$ cat src/rtl/synth_loader_pkg.sv
package synth_loader_pkg;
  localparam int WORD_BYTES = 4;
  localparam int WORD_W     = 8 * WORD_BYTES;
  localparam int TICK_W     = $clog2(WORD_W);
  localparam int ADDR_W     = 3;
  localparam logic [ADDR_W-1:0] SEL_ADDR   = 3'd4;
  localparam logic [ADDR_W-1:0] ORDER_ADDR = 3'd5;
  localparam logic [ADDR_W-1:0] START_ADDR = 3'd6;

  // strobes from the sequencer to the datapath
  typedef struct packed {
    logic              busy;
    logic              phase;   // 0: inactive half, 1: active half
    logic [TICK_W-1:0] tick;
  } ldStrobe_t;
endpackage

$ cat src/rtl/synth_loader_ctrl.sv
module synth_loader_ctrl
  import synth_loader_pkg::*;
(
  input  logic              clk,
  input  logic              rst_n,
  input  logic              startReq,
  input  logic [TICK_W-1:0] highVal,
  input  logic [TICK_W-1:0] lowVal,
  output ldStrobe_t         strobe,
  output logic              latchOn
);
  logic              busy;
  logic              phase;
  logic [TICK_W-1:0] tick;
  logic              lastHalf;

  assign lastHalf = busy && phase && (tick == '1);

  always_ff @(posedge clk) begin
    if (!rst_n) begin
      busy  <= 1'b0;
      phase <= 1'b0;
      tick  <= '0;
    end else if (!busy) begin
      busy  <= startReq;
      phase <= 1'b0;
      tick  <= '0;
    end else begin
      phase <= ~phase;
      if (phase) begin
        tick <= tick + 1'b1;
        if (tick == '1) busy <= 1'b0;
      end
    end
  end

  // set/reset latch flop: clear has priority, forced low at frame end
  always_ff @(posedge clk) begin
    if (!rst_n)                  latchOn <= 1'b0;
    else if (!busy || lastHalf)  latchOn <= 1'b0;
    else if (!phase) begin
      if (tick == lowVal)        latchOn <= 1'b0;
      else if (tick == highVal)  latchOn <= 1'b1;
    end
  end

  assign strobe = '{busy: busy, phase: phase, tick: tick};

  a_r2_frame_end: assert property (@(posedge clk) disable iff (!rst_n)
    lastHalf |=> !busy);
  a_r2_tick_order: assert property (@(posedge clk) disable iff (!rst_n)
    (busy && !phase) |=> (busy && phase && $stable(tick)));
  a_r8_latch_clear_wins: assert property (@(posedge clk) disable iff (!rst_n)
    (busy && !phase && tick == lowVal) |=> !latchOn);
endmodule

$ cat src/rtl/synth_loader_regs.sv
module synth_loader_regs
  import synth_loader_pkg::*;
#(
  parameter int NUM_LE = 3
) (
  input  logic              clk,
  input  logic              rst_n,
  input  logic              wrEn,
  input  logic [ADDR_W-1:0] wrAddr,
  input  logic [7:0]        wrData,
  input  ldStrobe_t         strobe,
  input  logic              latchOn,
  output logic              startReq,
  output logic [TICK_W-1:0] highVal,
  output logic [TICK_W-1:0] lowVal,
  output logic [NUM_LE-1:0] selMask,
  output logic              serClk,
  output logic              serData,
  output logic [NUM_LE-1:0] latchEn
);
  logic [7:0]        dataByte [WORD_BYTES];
  logic [WORD_W-1:0] word;
  logic [7:0]        selReg, orderReg, startReg;
  logic              wrOk;
  logic [TICK_W-1:0] numClks;
  logic              clkPol, msbFirst, inRange;
  logic [TICK_W-1:0] bitIdx;

  assign wrOk     = wrEn && !strobe.busy;
  assign startReq = wrOk && (wrAddr == START_ADDR);

  for (genvar b = 0; b < WORD_BYTES; b++) begin : g_byte
    always_ff @(posedge clk) begin
      if (!rst_n)                                  dataByte[b] <= '0;
      else if (wrOk && wrAddr == ADDR_W'(b))       dataByte[b] <= wrData;
    end
    assign word[8*b +: 8] = dataByte[b];
  end

  always_ff @(posedge clk) begin
    if (!rst_n) begin
      selReg   <= '0;
      orderReg <= '0;
      startReg <= '0;
    end else if (wrOk) begin
      if (wrAddr == SEL_ADDR)   selReg   <= wrData;
      if (wrAddr == ORDER_ADDR) orderReg <= wrData;
      if (wrAddr == START_ADDR) startReg <= wrData;
    end
  end

  assign lowVal   = selReg[TICK_W-1:0];
  assign selMask  = selReg[7 -: NUM_LE];
  assign highVal  = orderReg[TICK_W-1:0];
  assign msbFirst = orderReg[5];
  assign numClks  = startReg[TICK_W-1:0];
  assign clkPol   = startReg[5];

  assign inRange = strobe.busy && (strobe.tick < numClks);
  assign bitIdx  = msbFirst ? (numClks - 1'b1 - strobe.tick) : strobe.tick;
  assign serData = inRange ? word[bitIdx] : 1'b0;
  assign serClk  = clkPol ^ (inRange && strobe.phase);
  assign latchEn = latchOn ? selMask : '0;

  a_r9_cfg_frozen: assert property (@(posedge clk) disable iff (!rst_n)
    strobe.busy |=> ($stable(selReg) && $stable(orderReg) && $stable(startReg)
                     && $stable(word)));
  a_r6_data_hold: assert property (@(posedge clk) disable iff (!rst_n)
    (strobe.busy && !strobe.phase) |=> $stable(serData));
endmodule

$ cat src/rtl/synth_loader.sv
module synth_loader
  import synth_loader_pkg::*;
#(
  parameter int NUM_LE = 3
) (
  input  logic              clk,
  input  logic              rst_n,
  input  logic              wrEn,
  input  logic [ADDR_W-1:0] wrAddr,
  input  logic [7:0]        wrData,
  output logic              ready,
  output logic              serClk,
  output logic              serData,
  output logic [NUM_LE-1:0] latchEn
);
  ldStrobe_t         strobe;
  logic              startReq;
  logic              latchOn;
  logic [TICK_W-1:0] highVal, lowVal;
  logic [NUM_LE-1:0] selMask;

  synth_loader_ctrl u_ctrl (
    .clk(clk), .rst_n(rst_n), .startReq(startReq),
    .highVal(highVal), .lowVal(lowVal),
    .strobe(strobe), .latchOn(latchOn)
  );

  synth_loader_regs #(.NUM_LE(NUM_LE)) u_regs (
    .clk(clk), .rst_n(rst_n), .wrEn(wrEn), .wrAddr(wrAddr), .wrData(wrData),
    .strobe(strobe), .latchOn(latchOn), .startReq(startReq),
    .highVal(highVal), .lowVal(lowVal), .selMask(selMask),
    .serClk(serClk), .serData(serData), .latchEn(latchEn)
  );

  assign ready = !strobe.busy;

  a_r6_idle_quiet: assert property (@(posedge clk) disable iff (!rst_n)
    ready |-> (serData == 1'b0 && latchEn == '0));
  a_r2_start_only: assert property (@(posedge clk) disable iff (!rst_n)
    $fell(ready) |-> $past(wrEn && wrAddr == START_ADDR));
  a_r7_mask_only: assert property (@(posedge clk) disable iff (!rst_n)
    (latchEn & ~selMask) == '0);
endmodule

$ cat config.mk
export PLATFORM = sky130hd
export DESIGN_NAME = synth_loader
export DESIGN_NICKNAME = d
export VERILOG_FILES = /design/src/rtl/synth_loader_pkg.sv /design/src/rtl/synth_loader_ctrl.sv /design/src/rtl/synth_loader_regs.sv /design/src/rtl/synth_loader.sv
export SDC_FILE = /design/constraint.sdc
export NUM_CORES = 1
export LEC_CHECK = 0
export ABC_AREA = 1
export BUFFER_PORTS_ARGS = -buffer_cell sky130_fd_sc_hd__buf_2
export CAP_MARGIN = 30
export CORE_MARGIN = 4
export CORE_UTILIZATION = 55
export DETAILED_ROUTE_END_ITERATION = 8
export HOLD_SLACK_MARGIN = 0.08
export PLACE_DENSITY_LB_ADDON = 0.05
export SYNTH_ARGS = -nofsm -noshare
export SYNTH_HDL_FRONTEND = slang
export SYNTH_SLANG_ARGS = --single-unit
$ cat constraint.sdc
create_clock -name clk -period 3 [get_ports clk]
set_input_delay 0.15 -clock clk [delete_from_list [all_inputs] [get_ports clk]]
set_output_delay 0.15 -clock clk [all_outputs]
set_load 0.005 [all_outputs]
==> impl_results.md, run 1 <==
* Mapped Cells at approximately 400
* CTS tree: done
* Final Cell Area at roughly 3500 µm²
* N_diodes at 0
* Initial DRC Count at about 170
* Die span in y at roughly 84 µm
* Largest net degree at the start of global routing at 31
* YS warnings at 0
* Crit Path Max Fanout at 8
* Most common cell after layout, fill and taps aside: nand2_1
* Reg2reg path depth at 5
* Post-route ant nets at 0
* Initial DRT Pass Iterations at 5
* CP Launch Point: u_ctrl.tick[0]$_SDFFE_PN0P_
* Clock share of power at between 40% and 50%
* Final hold vios at 0
* Post-synth top area share at between 30% and 40%
* VDD IR-drop max at approximately 340 µV
* Starting Density at 57.2%
* Total gr overflow at 0
* Via Count at roughly 2700
* GRT Total Usage at between 20% and 30%
* Max-Slew Margin vs Limit at ~47%
* Layout cells sized above 1 at 11.1%
* Least-Margin Pin Slew at 0.791 ns
* Die Span X at between 80 and 90 µm
* Core Area at roughly 5500 µm²
* Netlist cell types at 29
* First-pass GRT wire length at 12200 µm
* Setup CP Type: flip-flop to output port
* Logic pwr share at 8.1%
* CP Data Required Time at 2.85 ns
* Reg2Reg Launch Point: u_ctrl.busy$_SDFF_PN0_
* CP endpoint: serData
* Hold Crit Class: primary input to flip-flop
* Nets at between 400 and 500
* Synth area leader: edfxtp_1
* Vias in the first global route at ~2400
* Placed Cells incl. Taps at ~480
* Worst r2r dst: u_regs.dataByte[3][2]$_SDFFCE_PN0P_
* H-Tree Level Count at 3
* Post CTS Setup Buffer Count at 0
* Min-Delay Path Depth at 3
* Boundary Pins at 20
* CTS buffer count at 9
* Critical Path Sink Type: output port
* Setup Skew at around 0.0087 ns
* Crit path time final at approximately 2.8 ns
* Power Density at between 500 and 600 nW/µm²
* Internal at 0.00138 W
* Outcome: finished clean
* Clock Sinks at 60
* IO Port Bufs at 19
* CTS Root Cell: clkbuf_8
* Area Growth Syn to Fin at 11.5%
* Reg2reg setup slack at between 1 and 1.5 ns
* Clk buf depth at 2
* Unrepaired setup endpoints after global routing: no
* Data arrival time of the worst path at 2.63 ns
* Tot Pwr at between 0.0015 and 0.002 W
* Mean routed wirelength per cell at between 15 and 20 µm
* Die area at approximately 7000 µm²
* DP Wirelength at approximately 5300 µm
* Switching pwr at between 0.0004 and 0.0005 W
* Hold_ws at 0.139 ns
* Sw frac at around a quarter
* Final cell count without fillers at between 400 and 500
* CP Launch Type: flip-flop
* Seq pwr share at between 50% and 60%
* Fin crit share at between 90% and 100%
* Latest clock arrival within the worst-skew pair at between 0.3 and 0.4 ns
* Synth area leaders: edfxtp_1 (30%), dfxtp_1 (18%), inv_1 (8.1%)
* Syn_nets at about 420
* Synthesized area at ~3200 µm²
* Number of synthesized register bits at 60
* DRC at 0
* Final Max Slew Viols at 0
* Setup TNS Final at 0 ns
* Initial antenna violation count at 0
* Syn avg cell area at ~8.0 µm²
* Routability cong. at between 0.8 and 0.9
* Leakage at between 1.5 and 2 nW
* Clk pin slew, worst setup/hold paths at ~0.06 ns
* Seq/Total Area, Yosys at just under 50%
* DRT Wirelength at 7460 µm
* Setup-failing EPs final at 0
* Max-Cap Viols at 0
* Hold-fix buffers, CTS at 0
* DP Area at roughly 3300 µm²
* Most frequent cells in the layout: nand2_1 (68), inv_1 (67), nor2_1 (47), nand3_1 (46), edfxtp_1 (32)
* # rows at 27
* Max frequency at around 360 MHz
* Vias per cell at ~5.3
==> how the worst min path moves through the flow <==
stage | start | to | slack (ns)
3_3_place_gp | wrData[6] | u_regs.selReg[6]$_SDFFE_PN0P_ | 0.47
2_1_floorplan | wrData[6] | u_regs.selReg[6]$_SDFFE_PN0P_ | 0.35
5_1_grt | wrData[6] | u_regs.selReg[6]$_SDFFE_PN0P_ | 0.17
4_1_cts | wrData[6] | u_regs.selReg[6]$_SDFFE_PN0P_ | 0.14
6_report | wrData[6] | u_regs.selReg[6]$_SDFFE_PN0P_ | 0.14
3_5_place_dp | wrData[6] | u_regs.selReg[6]$_SDFFE_PN0P_ | 0.47
==> Yosys cell counts <==
cell type,number
inv_1,68
nand2_1,68
nor2_1,47
nand3_1,46
edfxtp_1,32
a21oi_1,29
dfxtp_1,28
o21ai_0,23
ha_1,11
nor3_1,7
clkbuf_1,4
nand4_1,4
a211oi_1,3
buf_2,3
nand2_4,3
xor2_1,3
a21o_1,2
buf_6,2
nand2_2,2
o21ai_2,2
o22ai_1,2
xnor2_1,2
a31oi_1,1
fa_1,1
inv_2,1
inv_4,1
nand3b_1,1
nor3_2,1
nor4_1,1
==> state kept, by name, indices dropped and copies added (netlist names) <==
name,cells
u_regs.dataByte,32
u_regs.selReg,8
u_regs.orderReg,6
u_regs.startReg,6
u_ctrl.tick,5
u_ctrl.busy,1
u_ctrl.latchOn,1
u_ctrl.phase,1
==> logic make-up after synthesis <==
group           share of synthesized area [%]
simple gates                             25.0
buf+inv                                  10.0
compound gates                           10.5
flops                                    48.0
fa+ha+maj                                4.98
xor+xnor                                 1.38
==> area by class of cell <==
class | instances | area [µm²]
clock buffers | 14 | 204
clock inverters | 2 | 11.3
fillers | 513 | 2010
inverters | 70 | 265
multi-input cells | 259 | 1340
flip-flops and latches | 60 | 1520
well taps | 72 | 90.1
repair buffers | 20 | 103
==> what timing repair did <==
action | 4_1_cts | 5_1_grt
setup endpoints to repair | 0 | 1
resized for setup | 0 | 2
hold endpoints to repair | 0 | 0
==> worst max-delay path: stages (launching register included) <==
cell     delay [ns]
dfxtp_1        0.50
inv_2          0.11
ha_1           0.23
inv_1          0.08
fa_1           0.47
o21ai_4        0.28
nand3_1        0.12
nand3_1        0.11
nand3_1        0.08
nand3_1        0.07
nand2_1        0.05
nor2_1         0.09
buf_2          0.11
==> metrics by stage <==
step / utilization [%] / setup WS [ns]
finish: 63.7 / 0.221
global route: 63.7 / 0.0239
CTS: 63.6 / 0.104
detailed placement: 59.7 / 0.466
global placement: 59.7 / 0.595
floorplan: - / 0.802
==> layer usage <==
metal  vias to the layer above  wire length [µm]  track usage (%)
met4                         0                59             6.14
met1                      1212              3630             33.3
met3                         7               400             4.15
met2                        87              3370             32.8
li1                       1347                 -                -
met5                         -                 0                0
==> power by group through the flow <==
stage | combinational [W] | sequential, W | clock (W)
2_1_floorplan | 0.000104 | 0.000915 | 0
3_3_place_gp | 0.000143 | 0.000921 | 0
5_1_grt | 0.000166 | 0.000906 | 0.000808
4_1_cts | 0.000145 | 0.000904 | 0.000759
3_5_place_dp | 0.000144 | 0.000922 | 0
6_report | 0.000146 | 0.000904 | 0.000756
(Power assumes the default switching activity.)
==> run 2: changes to the inputs <==
Settings changed: MAX_ROUTING_LAYER from default to met4.
==> run 2 against run 1 <==
Compared with the run above: sequential cell count did not move; wire length barely moved; total power barely moved; sequential power barely moved; maximum frequency fell by 0.12%; non-clock buffer count did not move; critical path depth did not move; design area did not move; via count fell by 0.49%; combinational power barely moved; first-iteration DRC count rose by 9.9%; setup slack got worse by 0.0033 ns; highest routed layer unchanged.
==> impl_results.md, run 2 (synthesis results as in run 1) <==
* CP Data Required Time at 2.85 ns (about the same)
* Met1 Use GR at 33.3% (-0.063 points)
* Setup TNS Final at 0 ns (unchanged)
* Clock share of power at 41.8% (about the same)
* Critical path, cell by cell: inv_2 > ha_1 > inv_1 > fa_1 > o21ai_4 > nand3_1 > nand3_1 > nand3_1 > nand3_1 > nand2_1 > nor2_1 > buf_2
* Final Core Density at 63.7% (unchanged)
* Die Span X at 83.9 µm (unchanged)
* Post CTS Setup Buffer Count at 0 (unchanged)
* GR Util met2 at 32.8% (unchanged)
* Setup Skew at 0.00837 ns (-0.000370 ns)
* Most common cell after layout, fill and taps aside: nand2_1
* N_diodes at 0 (unchanged)
* H-Tree Level Count at 3 (unchanged)
* Max frequency at 359 MHz (-0.12%)
* Final Max Slew Viols at 0 (unchanged)
* Most frequent cells in the layout: nand2_1 (68), inv_1 (67), nor2_1 (47), nand3_1 (46), edfxtp_1 (32)
* Initial antenna violation count at 0 (unchanged)
* Clock Sinks at 60 (unchanged)
* Setup-failing EPs final at 0 (unchanged)
* Clk pin slew, worst setup/hold paths at 0.06 ns (about the same)
* Crit path time final at 2.78 ns (+0.00328 ns)
* Power Density at 511 nW/µm² (about the same)
* Logic pwr share at 8.1% (about the same)
* Core Area at 5540 µm² (unchanged)
* Unrepaired setup endpoints after global routing: no
* Slowest CP cell: dfxtp_1
* Switching pwr at 0.000428 W (-0.36%)
* IO Port Bufs at 19 (unchanged)
* Setup CP Type: flip-flop to output port
* Leakage at 1.67 nW (unchanged)
* Mean routed wirelength per cell at 15.0 µm (about the same)
* Least-Margin Pin Slew at 0.795 ns (+0.00347 ns)
* Starting Density at 57.2% (unchanged)
* First-pass GRT wire length at 12200 µm (about the same)
* CTS buffer count at 9 (unchanged)
* DRC at 0 (unchanged)
* Number of flip-flops in the largest register at 32 (unchanged)
* # rows at 27 (unchanged)
* VDD IR-drop max at 340 µV (about the same)
* Hold Crit Class: primary input to flip-flop
* Via Count at 2640 (-0.49%)
* GR peak layer: met1
* Internal at 0.00138 W (about the same)
* Fillers at 513 (unchanged)
* Initial DRT Pass Iterations at 6 (+1)
* Vias per cell at 5.31 (-0.49%)
* Nets at 446 (unchanged)
* Outcome: finished clean
* Worst path buffer plus inverter count at 3 (unchanged)
* Slowest cell delay on critical path at 0.51 ns (about the same)
* Clk buf depth at 2 (unchanged)
* Total gr overflow at 0 (unchanged)
* CTS tree: done
* DP Wirelength at 5280 µm (unchanged)
* Sw frac at 23.7% (-0.064 points)
* Critical Path Sink Type: output port
* Post-route ant nets at 0 (unchanged)
* Die span in y at 83.9 µm (unchanged)
* Layout cells sized above 1 at 11.1% (unchanged)
* Final hold vios at 0 (unchanged)
* Data arrival time of the worst path at 2.63 ns (about the same)
* Top Registers: u_regs.dataByte x32, u_regs.selReg x8
* DRT Wirelength at 7460 µm (about the same)
* Fin crit share at 92.8% (+0.11 points)
* GRT Total Usage at 22.8% (+0.61 points)
* Die area at 7040 µm² (unchanged)
* CTS Root Cell: clkbuf_8
* Largest net degree at the start of global routing at 31 (unchanged)
* GR Layer Usage met3 at 4.15% (unchanged)
* Latest clock arrival within the worst-skew pair at 0.34 ns (about the same)
* Boundary Pins at 20 (unchanged)
* CP Launch Type: flip-flop
* Crit Path Max Fanout at 8 (unchanged)
* Vias in the first global route at 2402 (+0.042%)
* Area Growth Syn to Fin at 11.5% (unchanged)
* CP most frequent cell: nand3_1
* Delay-heaviest family, CP: adder cells
* Routability cong. at 0.878 (+1.6%)
* Most flops, register: u_regs.dataByte
* Max-Slew Margin vs Limit at 46.7% (-0.23 points)
* Max-Cap Viols at 0 (unchanged)
* Initial DRC Count at 189 (+9.9%)
* Seq pwr share at 50.1% (about the same)
## run 2: cell counts in the layout (fill, tap and decap cells not counted)
Identical to the previous run, type by type.
## run 2: metrics by stage
stage	hold WS, ns	total power [W]	instances	cell area (µm²)	worst slack (ns)
after floorplan	0.345	0.00102	398	3170	0.802
after global placement	0.468	0.00106	481	3310	0.595
after detailed placement	0.468	0.00107	481	3310	0.466
after CTS	0.140	0.00181	497	3520	0.104
after global routing	0.170	0.00188	497	3530	0.0239
final	0.139	0.00180	497	3530	0.217
## run 2: worst paths after layout
| check | startpoint | endpoint | slack (ns) | depth (start not counted) |
|---|---|---|---|---|
| setup reg to reg | u_ctrl.busy$_SDFF_PN0_ | u_regs.dataByte[3][6]$_SDFFCE_PN0P_ | 1.37 | 5 |
| hold / removal | wrData[6] | u_regs.selReg[6]$_SDFFE_PN0P_ | 0.14 | 3 |
| setup / recovery | u_ctrl.tick[0]$_SDFFE_PN0P_ | serData | 0.22 | 12 |
| hold reg to reg | u_ctrl.latchOn$_SDFFE_PP0P_ | u_ctrl.latchOn$_SDFFE_PP0P_ | 0.52 | 2 |
## run 2: tightest hold or removal path, delay by kind of cell
family | cells | cell delay [ns]
compound gates | 1 | 0.13
buf+inv | 2 | 0.14
## run 2: final cells by class
type / instances / area [µm²] / share of cell area (%)
well taps: 72 / 90.1 / 2.55
clock inverters: 2 / 11.3 / 0.319
repair buffers: 20 / 103 / 2.91
clock buffers: 14 / 204 / 5.78
flip-flops and latches: 60 / 1520 / 43.1
inverters: 70 / 265 / 7.52
multi-input cells: 259 / 1340 / 37.8
## run 2: power by group through the flow
stage / Clock, W / Combinational [W] / Sequential [W]
6_report: 0.000754 / 0.000146 / 0.000904
5_1_grt: 0.000806 / 0.000166 / 0.000906
4_1_cts: 0.000759 / 0.000145 / 0.000904
3_5_place_dp: 0 / 0.000144 / 0.000922
3_3_place_gp: 0 / 0.000143 / 0.000921
2_1_floorplan: 0 / 0.000104 / 0.000915
## run 2: repair_timing
| item | 4_1_cts | 5_1_grt |
|---|---|---|
| resized for setup | 0 | 2 |
| endpoints found under the setup margin | 0 | 1 |
| hold buffers | 0 | 0 |
## run 2: layer usage
metal,wire length [µm],vias up,part of all wire [%]
li1,-,1348,-
met5,0,-,0
met2,3360,72,45
met1,3700,1212,50
met3,331,8,4.4
met4,70,0,0.94
